[config.mk]
export PLATFORM = sky130hd
export DESIGN_NAME = sram_async_ctrl
export DESIGN_NICKNAME = d
export VERILOG_FILES = /design/src/rtl/sram_ctl_pkg.sv /design/src/rtl/sram_phase_timer.sv /design/src/rtl/sram_pin_drv.sv /design/src/rtl/sram_async_ctrl.sv
export SDC_FILE = /design/constraint.sdc
export NUM_CORES = 1
export LEC_CHECK = 0
export BUFFER_PORTS_ARGS = -buffer_cell sky130_fd_sc_hd__buf_2
export CORE_UTILIZATION = 50
export DETAILED_ROUTE_END_ITERATION = 8
export GPL_TIMING_DRIVEN = 1
export HOLD_SLACK_MARGIN = 0.06
export PLACE_DENSITY = 0.91
export SLEW_MARGIN = 20
export SYNTH_ARGS = -nofsm -noshare
export SYNTH_HDL_FRONTEND = slang
export SYNTH_SLANG_ARGS = --single-unit
[constraint.sdc]
create_clock -name clk -period 3.8 [get_ports clk]
set_input_delay 0.38 -clock clk [delete_from_list [all_inputs] [get_ports clk]]
set_output_delay 0.38 -clock clk [all_outputs]
set_load 0.01 [all_outputs]
[src/rtl/sram_ctl_pkg.sv]
`timescale 1ns/1ps
package sram_ctl_pkg;

   typedef enum logic [2:0] {
      PH_IDLE = 3'd0,
      PH_RD   = 3'd1,
      PH_WSU  = 3'd2,
      PH_WPUL = 3'd3,
      PH_TURN = 3'd4
   } phase_e;

   typedef struct packed {
      logic cs_n;
      logic cs2;
      logic oe_n;
      logic we_n;
      logic dq_oe;
   } pin_ctl_t;

   function automatic int unsigned max2(int unsigned a, int unsigned b);
      return (a > b) ? a : b;
   endfunction

   // ceiling division, never below one cycle
   function automatic int unsigned ns_to_cyc(int unsigned ns, int unsigned clk_ns);
      int unsigned c;
      c = (ns + clk_ns - 1) / clk_ns;
      return (c == 0) ? 1 : c;
   endfunction

   function automatic pin_ctl_t phase_pins(phase_e ph);
      pin_ctl_t p;
      case (ph)
         PH_RD:   p = '{cs_n: 1'b0, cs2: 1'b1, oe_n: 1'b0, we_n: 1'b1, dq_oe: 1'b0};
         PH_WSU:  p = '{cs_n: 1'b0, cs2: 1'b1, oe_n: 1'b1, we_n: 1'b1, dq_oe: 1'b0};
         PH_WPUL: p = '{cs_n: 1'b0, cs2: 1'b1, oe_n: 1'b1, we_n: 1'b0, dq_oe: 1'b1};
         default: p = '{cs_n: 1'b1, cs2: 1'b0, oe_n: 1'b1, we_n: 1'b1, dq_oe: 1'b0};
      endcase
      return p;
   endfunction

endpackage

[src/rtl/sram_phase_timer.sv]
`timescale 1ns/1ps
module sram_phase_timer #(
   parameter int unsigned CNT_W = 4
) (
   input  logic             clk,
   input  logic             rst_n,
   input  logic             load,
   input  logic [CNT_W-1:0] load_val,
   output logic             done
);
   logic [CNT_W-1:0] cnt;

   always_ff @(posedge clk) begin
      if (!rst_n)             cnt <= '0;
      else if (load)          cnt <= load_val;
      else if (cnt != '0)     cnt <= cnt - 1'b1;
   end

   assign done = (cnt == '0);

   assert_count_down_R2: assert property (@(posedge clk) disable iff (!rst_n)
      (!load && cnt != '0) |=> (cnt == $past(cnt) - 1'b1));
endmodule

[src/rtl/sram_pin_drv.sv]
`timescale 1ns/1ps
module sram_pin_drv
   import sram_ctl_pkg::*;
(
   input  logic   clk,
   input  logic   rst_n,
   input  phase_e phase_nxt,
   output logic   cs_n,
   output logic   cs2,
   output logic   oe_n,
   output logic   we_n,
   output logic   dq_oe
);
   pin_ctl_t pins_q;

   always_ff @(posedge clk) begin
      if (!rst_n) pins_q <= phase_pins(PH_IDLE);
      else        pins_q <= phase_pins(phase_nxt);
   end

   assign cs_n  = pins_q.cs_n;
   assign cs2   = pins_q.cs2;
   assign oe_n  = pins_q.oe_n;
   assign we_n  = pins_q.we_n;
   assign dq_oe = pins_q.dq_oe;

   assert_no_oe_we_overlap_R6: assert property (@(posedge clk) disable iff (!rst_n)
      !(!oe_n && !we_n));
   assert_drive_in_write_R6: assert property (@(posedge clk) disable iff (!rst_n)
      dq_oe |-> (!we_n && !cs_n && cs2));
   assert_drive_off_before_read_R7: assert property (@(posedge clk) disable iff (!rst_n)
      $fell(oe_n) |-> !$past(dq_oe));
endmodule

[src/rtl/sram_async_ctrl.sv]
`timescale 1ns/1ps
module sram_async_ctrl
   import sram_ctl_pkg::*;
#(
   parameter int unsigned ADDR_W = 16,
   parameter int unsigned DATA_W = 8,
   parameter int unsigned CLK_NS = 8,
   parameter int unsigned T_RC_NS  = 55,
   parameter int unsigned T_AA_NS  = 55,
   parameter int unsigned T_OE_NS  = 25,
   parameter int unsigned T_WC_NS  = 55,
   parameter int unsigned T_WP_NS  = 40,
   parameter int unsigned T_CW_NS  = 45,
   parameter int unsigned T_DW_NS  = 20,
   parameter int unsigned T_HZ_NS  = 20
) (
   input  logic              clk,
   input  logic              rst_n,
   input  logic              req_valid,
   output logic              req_ready,
   input  logic              req_write,
   input  logic [ADDR_W-1:0] req_addr,
   input  logic [DATA_W-1:0] req_wdata,
   output logic              rsp_valid,
   output logic [DATA_W-1:0] rsp_rdata,
   output logic [ADDR_W-1:0] sram_addr,
   output logic              sram_cs_n,
   output logic              sram_cs2,
   output logic              sram_oe_n,
   output logic              sram_we_n,
   input  logic [DATA_W-1:0] sram_dq_in,
   output logic [DATA_W-1:0] sram_dq_out,
   output logic              sram_dq_oe
);
   localparam int unsigned RD_CYC  = ns_to_cyc(max2(max2(T_RC_NS, T_AA_NS), T_OE_NS), CLK_NS);
   localparam int unsigned CW_CYC  = ns_to_cyc(T_CW_NS, CLK_NS);
   localparam int unsigned WC_CYC  = ns_to_cyc(T_WC_NS, CLK_NS);
   localparam int unsigned PUL_CYC = max2(max2(ns_to_cyc(T_WP_NS, CLK_NS), ns_to_cyc(T_DW_NS, CLK_NS)),
                                          max2(max2(CW_CYC, 2) - 1, max2(WC_CYC, 2) - 1));
   localparam int unsigned SU_CYC  = 1;
   localparam int unsigned HZ_CYC  = ns_to_cyc(T_HZ_NS, CLK_NS);
   localparam int unsigned MAX_CYC = max2(max2(RD_CYC, PUL_CYC), HZ_CYC);
   localparam int unsigned CNT_W   = $clog2(MAX_CYC + 1);

   if (ADDR_W < 1 || DATA_W < 1) begin : g_bad_width
      $error("sram_async_ctrl: address and data widths must be non-zero");
   end
   if (CLK_NS < 1) begin : g_bad_clk
      $error("sram_async_ctrl: clock period must be at least 1 ns");
   end

   phase_e            phase_q, phase_d;
   logic              t_load, t_done, accept, capture;
   logic [CNT_W-1:0]  t_val;
   logic [ADDR_W-1:0] addr_q;
   logic [DATA_W-1:0] wdata_q, rdata_q;
   logic              rsp_q;

   sram_phase_timer #(.CNT_W(CNT_W)) u_timer (
      .clk      (clk),
      .rst_n    (rst_n),
      .load     (t_load),
      .load_val (t_val),
      .done     (t_done)
   );

   always_comb begin
      phase_d = phase_q;
      t_load  = 1'b0;
      t_val   = '0;
      accept  = 1'b0;
      capture = 1'b0;
      case (phase_q)
         PH_IDLE: if (req_valid) begin
            accept = 1'b1;
            t_load = 1'b1;
            if (req_write) begin
               phase_d = PH_WSU;
               t_val   = CNT_W'(SU_CYC - 1);
            end else begin
               phase_d = PH_RD;
               t_val   = CNT_W'(RD_CYC - 1);
            end
         end
         PH_RD: if (t_done) begin
            capture = 1'b1;
            phase_d = PH_TURN;
            t_load  = 1'b1;
            t_val   = CNT_W'(HZ_CYC - 1);
         end
         PH_WSU: if (t_done) begin
            phase_d = PH_WPUL;
            t_load  = 1'b1;
            t_val   = CNT_W'(PUL_CYC - 1);
         end
         PH_WPUL: if (t_done) begin
            phase_d = PH_TURN;
            t_load  = 1'b1;
            t_val   = CNT_W'(HZ_CYC - 1);
         end
         PH_TURN: if (t_done) phase_d = PH_IDLE;
         default: phase_d = PH_IDLE;
      endcase
   end

   always_ff @(posedge clk) begin
      if (!rst_n) begin
         phase_q <= PH_IDLE;
         addr_q  <= '0;
         wdata_q <= '0;
         rdata_q <= '0;
         rsp_q   <= 1'b0;
      end else begin
         phase_q <= phase_d;
         rsp_q   <= capture;
         if (accept) begin
            addr_q  <= req_addr;
            wdata_q <= req_wdata;
         end
         if (capture) rdata_q <= sram_dq_in;
      end
   end

   sram_pin_drv u_pins (
      .clk       (clk),
      .rst_n     (rst_n),
      .phase_nxt (phase_d),
      .cs_n      (sram_cs_n),
      .cs2       (sram_cs2),
      .oe_n      (sram_oe_n),
      .we_n      (sram_we_n),
      .dq_oe     (sram_dq_oe)
   );

   assign req_ready   = (phase_q == PH_IDLE);
   assign rsp_valid   = rsp_q;
   assign rsp_rdata   = rdata_q;
   assign sram_addr   = addr_q;
   assign sram_dq_out = wdata_q;

   assert_single_strobe_R4: assert property (@(posedge clk) disable iff (!rst_n)
      rsp_valid |=> !rsp_valid);
   assert_strobe_after_read_R4: assert property (@(posedge clk) disable iff (!rst_n)
      $rose(rsp_valid) |-> ($past(!sram_oe_n) && sram_oe_n));
   assert_busy_while_selected_R8: assert property (@(posedge clk) disable iff (!rst_n)
      !sram_cs_n |-> !req_ready);
   assert_turn_before_ready_R7: assert property (@(posedge clk) disable iff (!rst_n)
      $rose(req_ready) |-> ($past(sram_cs_n) && sram_cs_n));
   assert_write_stable_R5: assert property (@(posedge clk) disable iff (!rst_n)
      (!sram_we_n && $past(!sram_we_n)) |-> ($stable(sram_addr) && $stable(sram_dq_out)));
   assert_read_addr_stable_R3: assert property (@(posedge clk) disable iff (!rst_n)
      (!sram_oe_n && $past(!sram_oe_n)) |-> $stable(sram_addr));
endmodule

* Word-level counts from Yosys, hierarchy flattened *
Cells that the tools add are included.

storage, ports and cells
  bits in registers = 44
  input bits = 36
  output and inout port bits = 39
  word-level logic and storage cells = 44

cells by class
  $add $sub $neg = 1
  eq/ne operators = 7
  muxes and demuxes = 19
  reduce and logical (&&, ||, !) cells = 6

operator list
  cell                                                 count
  2-to-1 mux 3 bit                                     9
  case mux 5 bit (3 select lines)                      1
  equality test 3 x 2 -> 1 bit, second input constant  4
  case mux 3 bit (4 select lines)                      1
  case mux 3 bit (3 select lines)                      1
  equality test 3 x 1 -> 1 bit, second input constant  2
  logical NOT 3 bit                                    2
  2-to-1 mux 1 bit                                     4
  2-to-1 mux 2 bit                                     2
  equality test 3 bit, second input constant           1
  nonzero test 3 bit                                   1
  OR reduction 3 bit                                   1
  subtractor 3 x 1 -> 3 bit, second input constant     1
  case mux 1 bit (2 select lines)                      1
  nonzero test 2 bit                                   1
  OR reduction 2 bit                                   1

* Longest topological paths before layout *
Gate-level depths: netlist (run 1).

  word-level depth = 5
  gate-level depth with buffers = 7
  gate-level depth less buffers = 6

* Hierarchy *
From an unflattened synthesis (run 1), not the netlist that was laid out.

second synthesis, totals
  cells, all modules = 198
  area total of the unflattened synthesis = 1816.7 µm²

by module, submodules not included
  module            times used  cells an instance  area each (µm²)  sequential area each (µm²)
  sram_async_ctrl   1           165                1466.4           720.7
  sram_phase_timer  1           22                 205.2            60.1
  sram_pin_drv      1           11                 145.1            100.1

* Least setup slack after synthesis (run 1) *
OpenSTA, ideal clock, no wires.

  path type = reg-to-reg
  from = register u_timer.cnt[1]
  to = register u_timer.cnt[2]
  setup time = 0.106 ns
  arrival time = 1.486 ns
  data required time = 3.694 ns
  slack = 2.208 ns
  cell stages (with the launch flop) = 6
  buffers on the path = 0
  clock period less this slack = 1.592 ns
  path through = dfxtp_1 inv_1 ha_1 ha_1 or4b_2 o311ai_0

on the way
  cells in the longest elaborated chain, start to end = 4
  elaborated cells between the ends (all ways) = 10
  those cells by class = 1 x add/sub; 6 x mux; 3 x reduce/logical

ends and longest elaborated chain
  item                                                                               line                    text
  start: declaration                                                                 sram_phase_timer.sv:11  logic [CNT_W-1:0] cnt;
  start signal: assignment                                                           sram_phase_timer.sv:15  else if (load) cnt <= load_val;
  start signal: assignment                                                           sram_phase_timer.sv:16  else if (cnt != '0) cnt <= cnt - 1'b1;
  parallel branches: the longest is 4 deep, another holds subtractor 3 x 1 -> 3 bit  n/a

Several ways; the timed one is not identified. The select of a mux whose other input is x is not followed.
A chain may end at the register's enable or synchronous reset.

* Worst setup path after layout (run 1) *
  from = register u_timer.cnt[0]
  to = register rdata_q[3], in the netlist rsp_rdata[3]

on the way
  cells in the longest elaborated chain, start to end = 3

ends and longest elaborated chain
  item                    line                    text
  logical NOT 3 bit       sram_phase_timer.sv:19  assign done = (cnt == '0);
  2-to-1 mux 1 bit        sram_async_ctrl.sv:85   PH_RD: if (t_done) begin
  2-to-1 mux 1 bit        sram_async_ctrl.sv:73   case (phase_q)
  end signal: assignment  sram_async_ctrl.sv:120  if (capture) rdata_q <= sram_dq_in;
  end: declaration        sram_async_ctrl.sv:56   logic [DATA_W-1:0] wdata_q, rdata_q;

No other way between the ends.

==> summary.md, run 1 <==
| Metric | Value |
|---|---|
| RePlAce Congestion | `0.802` |
| Sequential share of power | `50.1%` |
| Xor/xnor cell area share of the yosys netlist | `0.494%` |
| TritonCTS clock tree | `built` |
| Slew Viols, Final | `0` |
| Buffers on Ports | `74` |
| Buf/Inv on CP | `2` |
| Nets | `300` |
| Clock Latency Late Sink | `0.35 ns` |
| Synthesized area | `0.00177 mm^2` |
| Leak | `0.00100 uW` |
| Post-synthesis mux area share | `5.08%` |
| CP delay by family, top | `adder cells` |
| Clk pwr share | `17.0%` |
| Comb power frac | `32.8%` |
| Synth top area share | `49.7%` |
| First-pass GRT wire length | `5170 um` |
| Largest net degree at the start of global routing | `41` |
| Final ANT Viol Nets | `0` |
| Setup_tns | `0 ns` |
| Highest routed layer | `met4` |
| Met3 routed WL | `210 um` |
| Vias in the first global route | `1205` |
| Largest fanout on the critical path | `12` |
| Met2 routed WL | `1760 um` |
| WP data required | `4.04 ns` |
| Main combinational cell family by area after synthesis | `simple AND/OR/NAND/NOR gates` |
| Area of the core | `0.00336 mm^2` |
| Routed length per instance | `11.5 um` |
| Share of layout cells above drive strength 1 | `33.6%` |
| Post-synth EDFFs | `0` |
| Critical R2R Launch | `u_timer.cnt[0]` |
| Core Rows | `21` |
| WL final | `3550 um` |
| CP endpoint kind | `flip-flop` |
| H-Tree Depth | `2` |
| Ports | `75` |
| Hold Path Sink | `sram_addr[8]` |
| Synth Area in Adders | `1.41%` |
| Setup violations, final | `0` |
| Hold Fails Final Rpt | `0` |
| Syn Nets | `231` |
| Final cell count without fillers | `308` |
| Outcome | `complete, no violations` |
| Worst VDD drop | `0.322 mV` |
| Slowest CP cell | `ha_1` |
| Post-route clock period utilization | `50.5%` |
| Met1 WL | `1540 um` |
| Synth area leader | `dfxtp_1` |
| CTS Root Buffer Type | `clkbuf_4` |
| Router iterations before antenna repair | `4` |
| Synth warn | `0` |
| RR Endpoint | `rsp_rdata[3]` |
| Normalized max-slew margin | `45.7%` |
| Die area | `0.00379 mm^2` |
| Main synth FF type | `dfxtp_1` |
| Worst path cell trace | `inv_1, ha_1, ha_1, nor4bb_2, buf_4, mux2i_1, nor2b_1` |
| Setup Buffers After CTS | `0` |
| Placed cells | `301` |
| Int Pwr | `781 uW` |
| Fill count | `309` |
| Pwr dens | `540 mW/mm^2` |
| Die extent in y | `61.5 um` |
| HPWL after DPL | `2560 um` |
| DRC | `0` |
| Hold Path Class | `input pin to flip-flop` |
| Max Freq | `0.521 GHz` |
| Area Growth Syn to Fin | `23.5%` |
| Unrepaired setup endpoints after global routing | `false` |
| CTS Hold Bufs | `0` |
| Clk sink count | `44` |
| Sequential area share after synthesis | `49.7%` |
| Post-CTS Resized | `0` |
| Hold_sp | `req_addr[8]` |
| Worst reg2reg path depth | `7` |
| Crit path DAT | `2.16 ns` |
| Number of diodes | `0` |
| CP most frequent cell | `ha_1` |
| Via-to-Cell Ratio | `4.82` |
| Clock tree buffer depth | `2` |
| Die W | `61.5 um` |
| Pin slew with the least headroom to its limit | `0.815 ns` |
| Global Route Usage Sum | `18.9%` |
| CP Launch Type | `flip-flop` |
| Netlist cell types | `35` |
| Syn Area/Cell | `9.18 um^2` |
| Flops & latches, synth | `44` |
| Sw Pwr | `401 uW` |
| Clock-pin slew on the worst setup and hold paths | `0.12 ns` |
| Starting DRC count in detailed routing | `82` |
| Worst Clk Skew | `0.0115 ns` |
| Hold Crit Depth | `3` |
| Initial Util | `52.7%` |
| Post-synthesis async set-or-reset flop share | `0%` |
| Compound-gate portion of the synthesized area | `15.0%` |
| WS Path Type | `flip-flop to flip-flop` |
| Slowest stage delay, CP | `0.38 ns` |
| CTS Buf Count | `5` |
| Synth Area in Simple Gates | `22.8%` |
| Final Critical Period | `1.92 ns` |
| Synth Instances | `193` |
| Via count | `1485` |
| Initial antenna violation count | `0` |
| Main area contributors after synthesis | `dfxtp_1 50%, nand2_1 11%, a21boi_1 8.5%` |
| Switch share | `33.9%` |
| Max cap viols | `0` |
| Worst reg-to-reg setup slack | `1.88 ns` |
| Grt total ovfl | `0` |
==> Yosys cell counts, types with 3 or more instances <==
cell type	count
nor2_1	7
dfxtp_1	44
inv_1	5
a21boi_1	20
nor3_1	3
nor2b_1	9
mux2i_1	9
buf_2	6
clkbuf_1	5
a21boi_0	5
nand2_1	50
==> layout make-up <==
class	instances	area (um^2)	share of cell area (%)
Clock inverter	1	5.00	0.229
Clock buffer	6	41.3	1.89
Tap cell	46	57.6	2.63
Multi-Input combinational cell	130	800	36.5
Inverter	5	18.8	0.858
Timing Repair Buffer	76	385	17.6
Sequential cell	44	881	40.3
==> layout by cell type, fill, tap and decap left out, types with 2 or more instances in the layout <==
cell type,Yosys,routed
a21boi_0,5,5
a21boi_1,20,20
a21oi_1,2,2
buf_2,6,74
buf_4,1,2
clkbuf_4,0,5
dfxtp_1,44,44
ha_1,2,2
inv_1,5,5
mux2i_1,9,9
nand2_1,50,50
nor2_1,7,7
nor2b_1,9,9
nor3_1,3,3
nor3b_1,2,2
o21ai_0,2,2
or3b_2,2,2
==> worst reg2reg max path, cell delays in order (launching register included) <==
cell and delay, ns:
dfxtp_1 0.31, inv_1 0.08, ha_1 0.16, ha_1 0.38, nor4bb_2 0.35, buf_4 0.24, mux2i_1 0.23, nor2b_1 0.07
==> cells by family after synthesis <==
logic type	after synthesis
buf+inv	19
flops	44
simple gates	82
xor+xnor	1
mux	9
fa+ha+maj	2
compound gates	36
==> registers in the layout, summed over array words and instances (netlist names) <==
register and flops:
rsp_valid 1, u_pins.cs2 1, rsp_rdata 8, u_pins.dq_oe 1, u_timer.cnt 3, u_pins.cs_n 1, phase_q 3, u_pins.we_n 1
sram_addr 16, sram_dq_out 8, u_pins.oe_n 1
==> per-layer routing <==
| metal | up-vias | track usage (%) |
|---|---|---|
| li1 | 775 | - |
| met3 | 6 | 6.93 |
| met2 | 46 | 34.6 |
| met4 | 0 | 5.40 |
| met5 | - | 0 |
| met1 | 658 | 20.2 |
==> power groups by stage <==
stage / logic [uW] / registers (uW) / clock network, uW
finish: 388 / 593 / 201
global route: 440 / 602 / 230
CTS: 397 / 592 / 208
detailed placement: 396 / 603 / 0
global placement: 382 / 599 / 0
floorplan: 268 / 611 / 0
==> how the worst max path moves through the flow <==
stage / start / to / slack [ns] / depth (start not counted)
after floorplan: u_timer.cnt[1] / u_timer.cnt[2] / 2.21 / 5
after global placement: phase_q[0] / u_timer.cnt[1] / 1.96 / 3
after detailed placement: u_timer.cnt[0] / rsp_rdata[3] / 1.85 / 7
after CTS: u_timer.cnt[1] / rsp_rdata[3] / 1.85 / 7
after global routing: u_timer.cnt[0] / rsp_rdata[3] / 1.70 / 7
final: u_timer.cnt[0] / rsp_rdata[3] / 1.88 / 7
==> metrics by stage <==
stage	worst slack (ns)	hold slack [ns]	util, %	total power, uW	instance area [um^2]
final	1.88	0.253	65.1	1180	2190
after global routing	1.70	0.235	65.1	1270	2190
after CTS	1.85	0.242	65.1	1200	2190
after detailed placement	1.85	0.443	63.7	998	2140
after global placement	1.96	0.438	63.7	981	2140
after floorplan	2.21	0.479	-	879	1770
(Power assumes the default switching activity.)
==> run 2, diff against run 1 <==
--- a/config.mk
+++ b/config.mk
@@ -6,11 +6,11 @@
 export NUM_CORES = 1
 export LEC_CHECK = 0
 export BUFFER_PORTS_ARGS = -buffer_cell sky130_fd_sc_hd__buf_2
-export CORE_UTILIZATION = 50
+export CORE_UTILIZATION = 42
 export DETAILED_ROUTE_END_ITERATION = 8
 export GPL_TIMING_DRIVEN = 1
 export HOLD_SLACK_MARGIN = 0.06
-export PLACE_DENSITY = 0.91
+export PLACE_DENSITY = 0.82
 export SLEW_MARGIN = 20
 export SYNTH_ARGS = -nofsm -noshare
 export SYNTH_HDL_FRONTEND = slang
==> constraint.sdc (replaced) <==
create_clock -name clk -period 1.6 [get_ports clk]
set_input_delay 0.16 -clock clk [delete_from_list [all_inputs] [get_ports clk]]
set_output_delay 0.16 -clock clk [all_outputs]
set_load 0.01 [all_outputs]
==> run 2 against run 1 <==
Net effect: sequential share of layout area shrank 3.0 points; core utilization shrank 6.2 points; critical endpoint is now u_timer.cnt[2]; clock-buffer cell count grew 1; largest power group unchanged; first-iteration DRC count shrank 15%; setup slack lost 1.8 ns; die area grew 18%; critical path depth shrank 2; critical path type unchanged; routed wire length grew 5.6%; sequential cell count is the same; non-clock buffer count grew 13; global-route usage shrank 1.5 points.
==> summary.md, run 2 (same netlist as run 1, synthesis figures left out) <==
| Metric | Value |
|---|---|
| Clock tree buffer depth | `2 (unchanged)` |
| Post-route clock period utilization | `96.1% (+46 points)` |
| Commonest non-fill, non-tap cell in the layout | `buf_2` |
| Global Route Usage Sum | `17.4% (-1.5 points)` |
| Nets | `313 (+4.3%)` |
| Outcome | `complete, no violations` |
| Normalized max-slew margin | `72.5% (+27 points)` |
| First-pass GRT wire length | `5710 um (+11%)` |
| Routed length per instance | `11.5 um (-0.20%)` |
| Buffers on Ports | `74 (unchanged)` |
| WS Path Type | `flip-flop to flip-flop` |
| Clock-pin slew on the worst setup and hold paths | `0.08 ns (-0.04 ns)` |
| Vias in the first global route | `1311 (+8.8%)` |
| Via count | `1562 (+5.2%)` |
| Area Growth Syn to Fin | `33.9%` |
| CP delay by family, top | `simple AND/OR/NAND/NOR gates` |
| Die extent in y | `67.0 um (+8.8%)` |
| Start point of the critical path | `u_timer.cnt[1]` |
| Die area | `0.00448 mm^2 (+18%)` |
| CP Launch Type | `flip-flop` |
| Via-to-Cell Ratio | `4.79 (-0.62%)` |
| DRC | `0 (unchanged)` |
| Unrepaired setup endpoints after global routing | `false` |
| Final core utilization | `58.9% (-6.2 points)` |
| Max reg flops | `16 (unchanged)` |
| Pin slew with the least headroom to its limit | `0.409 ns (-0.406 ns)` |
| Final ANT Viol Nets | `0 (unchanged)` |
| Area of the core | `0.00403 mm^2 (+20%)` |
| Largest fanout on the critical path | `4 (-8)` |
| Slowest stage delay, CP | `0.65 ns (+0.27 ns)` |
| Setup violations, final | `0 (unchanged)` |
| RePlAce Congestion | `0.839 (+4.6%)` |
| HPWL after DPL | `2710 um (+5.8%)` |
| Slowest CP cell | `or4b_2` |
| Critical R2R Launch | `u_timer.cnt[1]` |
| Worst reg2reg path depth | `5 (-2)` |
| Share of layout cells above drive strength 1 | `39.1% (+5.5 points)` |
| Initial antenna violation count | `0 (unchanged)` |
| Largest net degree at the start of global routing | `25 (-39%)` |
| TritonCTS clock tree | `built` |
| Clk sink count | `44 (unchanged)` |
| CTS Hold Bufs | `0 (unchanged)` |
| Worst reg-to-reg setup slack | `0.06 ns (-1.82 ns)` |
| Initial Util | `44.0% (-8.7 points)` |
| Starting DRC count in detailed routing | `70 (-15%)` |
| Grt total ovfl | `0 (unchanged)` |
| Placed cells | `317 (+5.3%)` |
| Ports | `75 (unchanged)` |
| Crit path DAT | `1.74 ns (-0.42 ns)` |
| Max Freq | `0.650 GHz (+25%)` |
| Final cell count without fillers | `326 (+5.8%)` |
| Setup_tns | `0 ns (unchanged)` |
| WP data required | `1.80 ns (-2.24 ns)` |
| Hold Path Class | `input pin to flip-flop` |
| Design Power | `3280 uW (+180%)` |
| Slew Viols, Final | `0 (unchanged)` |
| Pwr dens | `1380 mW/mm^2 (+160%)` |
| Worst VDD drop | `0.715 mV (+120%)` |
| Worst Clk Skew | `0.00621 ns (-0.00527 ns)` |
| Max cap viols | `0 (unchanged)` |
| Number of diodes | `0 (unchanged)` |
| CTS Root Buffer Type | `clkbuf_8` |
| Commonest cells after routing, fill and taps aside | `74 x buf_2, 50 x nand2_1, 42 x dfxtp_1` |
| Leak | `0.00109 uW (+8.4%)` |
| Cell depth of the worst setup path | `5 (-2)` |
| Post-route cell area | `0.00237 mm^2 (+8.4%)` |
| RR Endpoint | `u_timer.cnt[2]` |
| H-Tree Depth | `2 (unchanged)` |
| CTS Buf Count | `5 (unchanged)` |
| WL final | `3750 um (+5.6%)` |
| CP endpoint | `u_timer.cnt[2]` |
| Buf/Inv on CP | `1 (-1)` |
| Die W | `67.0 um (+8.8%)` |
| Clock Latency Late Sink | `0.29 ns (-0.06 ns)` |
| Core Rows | `23 (+9.5%)` |
| Placed Area | `0.00224 mm^2 (+4.4%)` |
| Router iterations before antenna repair | `4 (unchanged)` |
| Hold Fails Final Rpt | `0 (unchanged)` |
| Worst path cell trace | `inv_1, ha_2, ha_4, or4b_2, o311ai_1` |
| CP endpoint kind | `flip-flop` |
| Final Critical Period | `1.54 ns (-0.381 ns)` |
[run 2: area by class of cell]
class | instances | area, um^2
clock inverters | 1 | 7.51
well taps | 50 | 62.6
inverters | 5 | 18.8
multi-input cells | 130 | 827
fillers | 358 | 1660
repair buffers | 89 | 487
clock buffers | 7 | 86.3
flip-flops and latches | 44 | 883
[run 2: metrics by stage]
stage               setup slack, ns  hold slack (ns)
finish                       0.0622           0.0919
global route                0.00529           0.0881
CTS                          0.0118           0.0856
detailed placement           -0.110            0.405
global placement           -0.00865            0.399
floorplan                   0.00762            0.295
[run 2: worst min-delay path, stage by stage]
cell	delay, ns
buf_2	0.09
nand2_1	0.04
a21boi_1	0.05
[run 2: worst min path at each step]
stage                   endpoint  slack (ns)         from  cells after the start
global placement    sram_addr[1]        0.40  req_addr[1]                      3
CTS                 sram_addr[8]        0.09  req_addr[8]                      3
global route        sram_addr[8]        0.09  req_addr[8]                      3
floorplan           sram_addr[0]        0.29  req_addr[0]                      2
detailed placement  sram_addr[8]        0.41  req_addr[8]                      3
finish              sram_addr[8]        0.09  req_addr[8]                      3
[run 2: report_power, final]
| part | total [uW] | switching (uW) | internal, uW |
|---|---|---|---|
| Combinational | 1190 | 592 | 597 |
| Sequential | 1380 | 102 | 1280 |
| Clock | 706 | 356 | 351 |
[run 2: per-layer routing]
| metal | track usage, % | vias to the layer above | wire length, um |
|---|---|---|---|
| met3 | 5.82 | 4 | 264 |
| met1 | 19.2 | 701 | 1640 |
| li1 | - | 806 | - |
| met5 | 0 | - | 0 |
| met4 | 9.04 | 0 | 54 |
| met2 | 29.2 | 51 | 1790 |
[run 2: what timing repair did]
item,4_1_cts,5_1_grt
gates cloned,1,0
pin swaps,1,2
endpoints found under the setup margin,9,6
buffers inserted,0,0
gates resized for setup,7,5
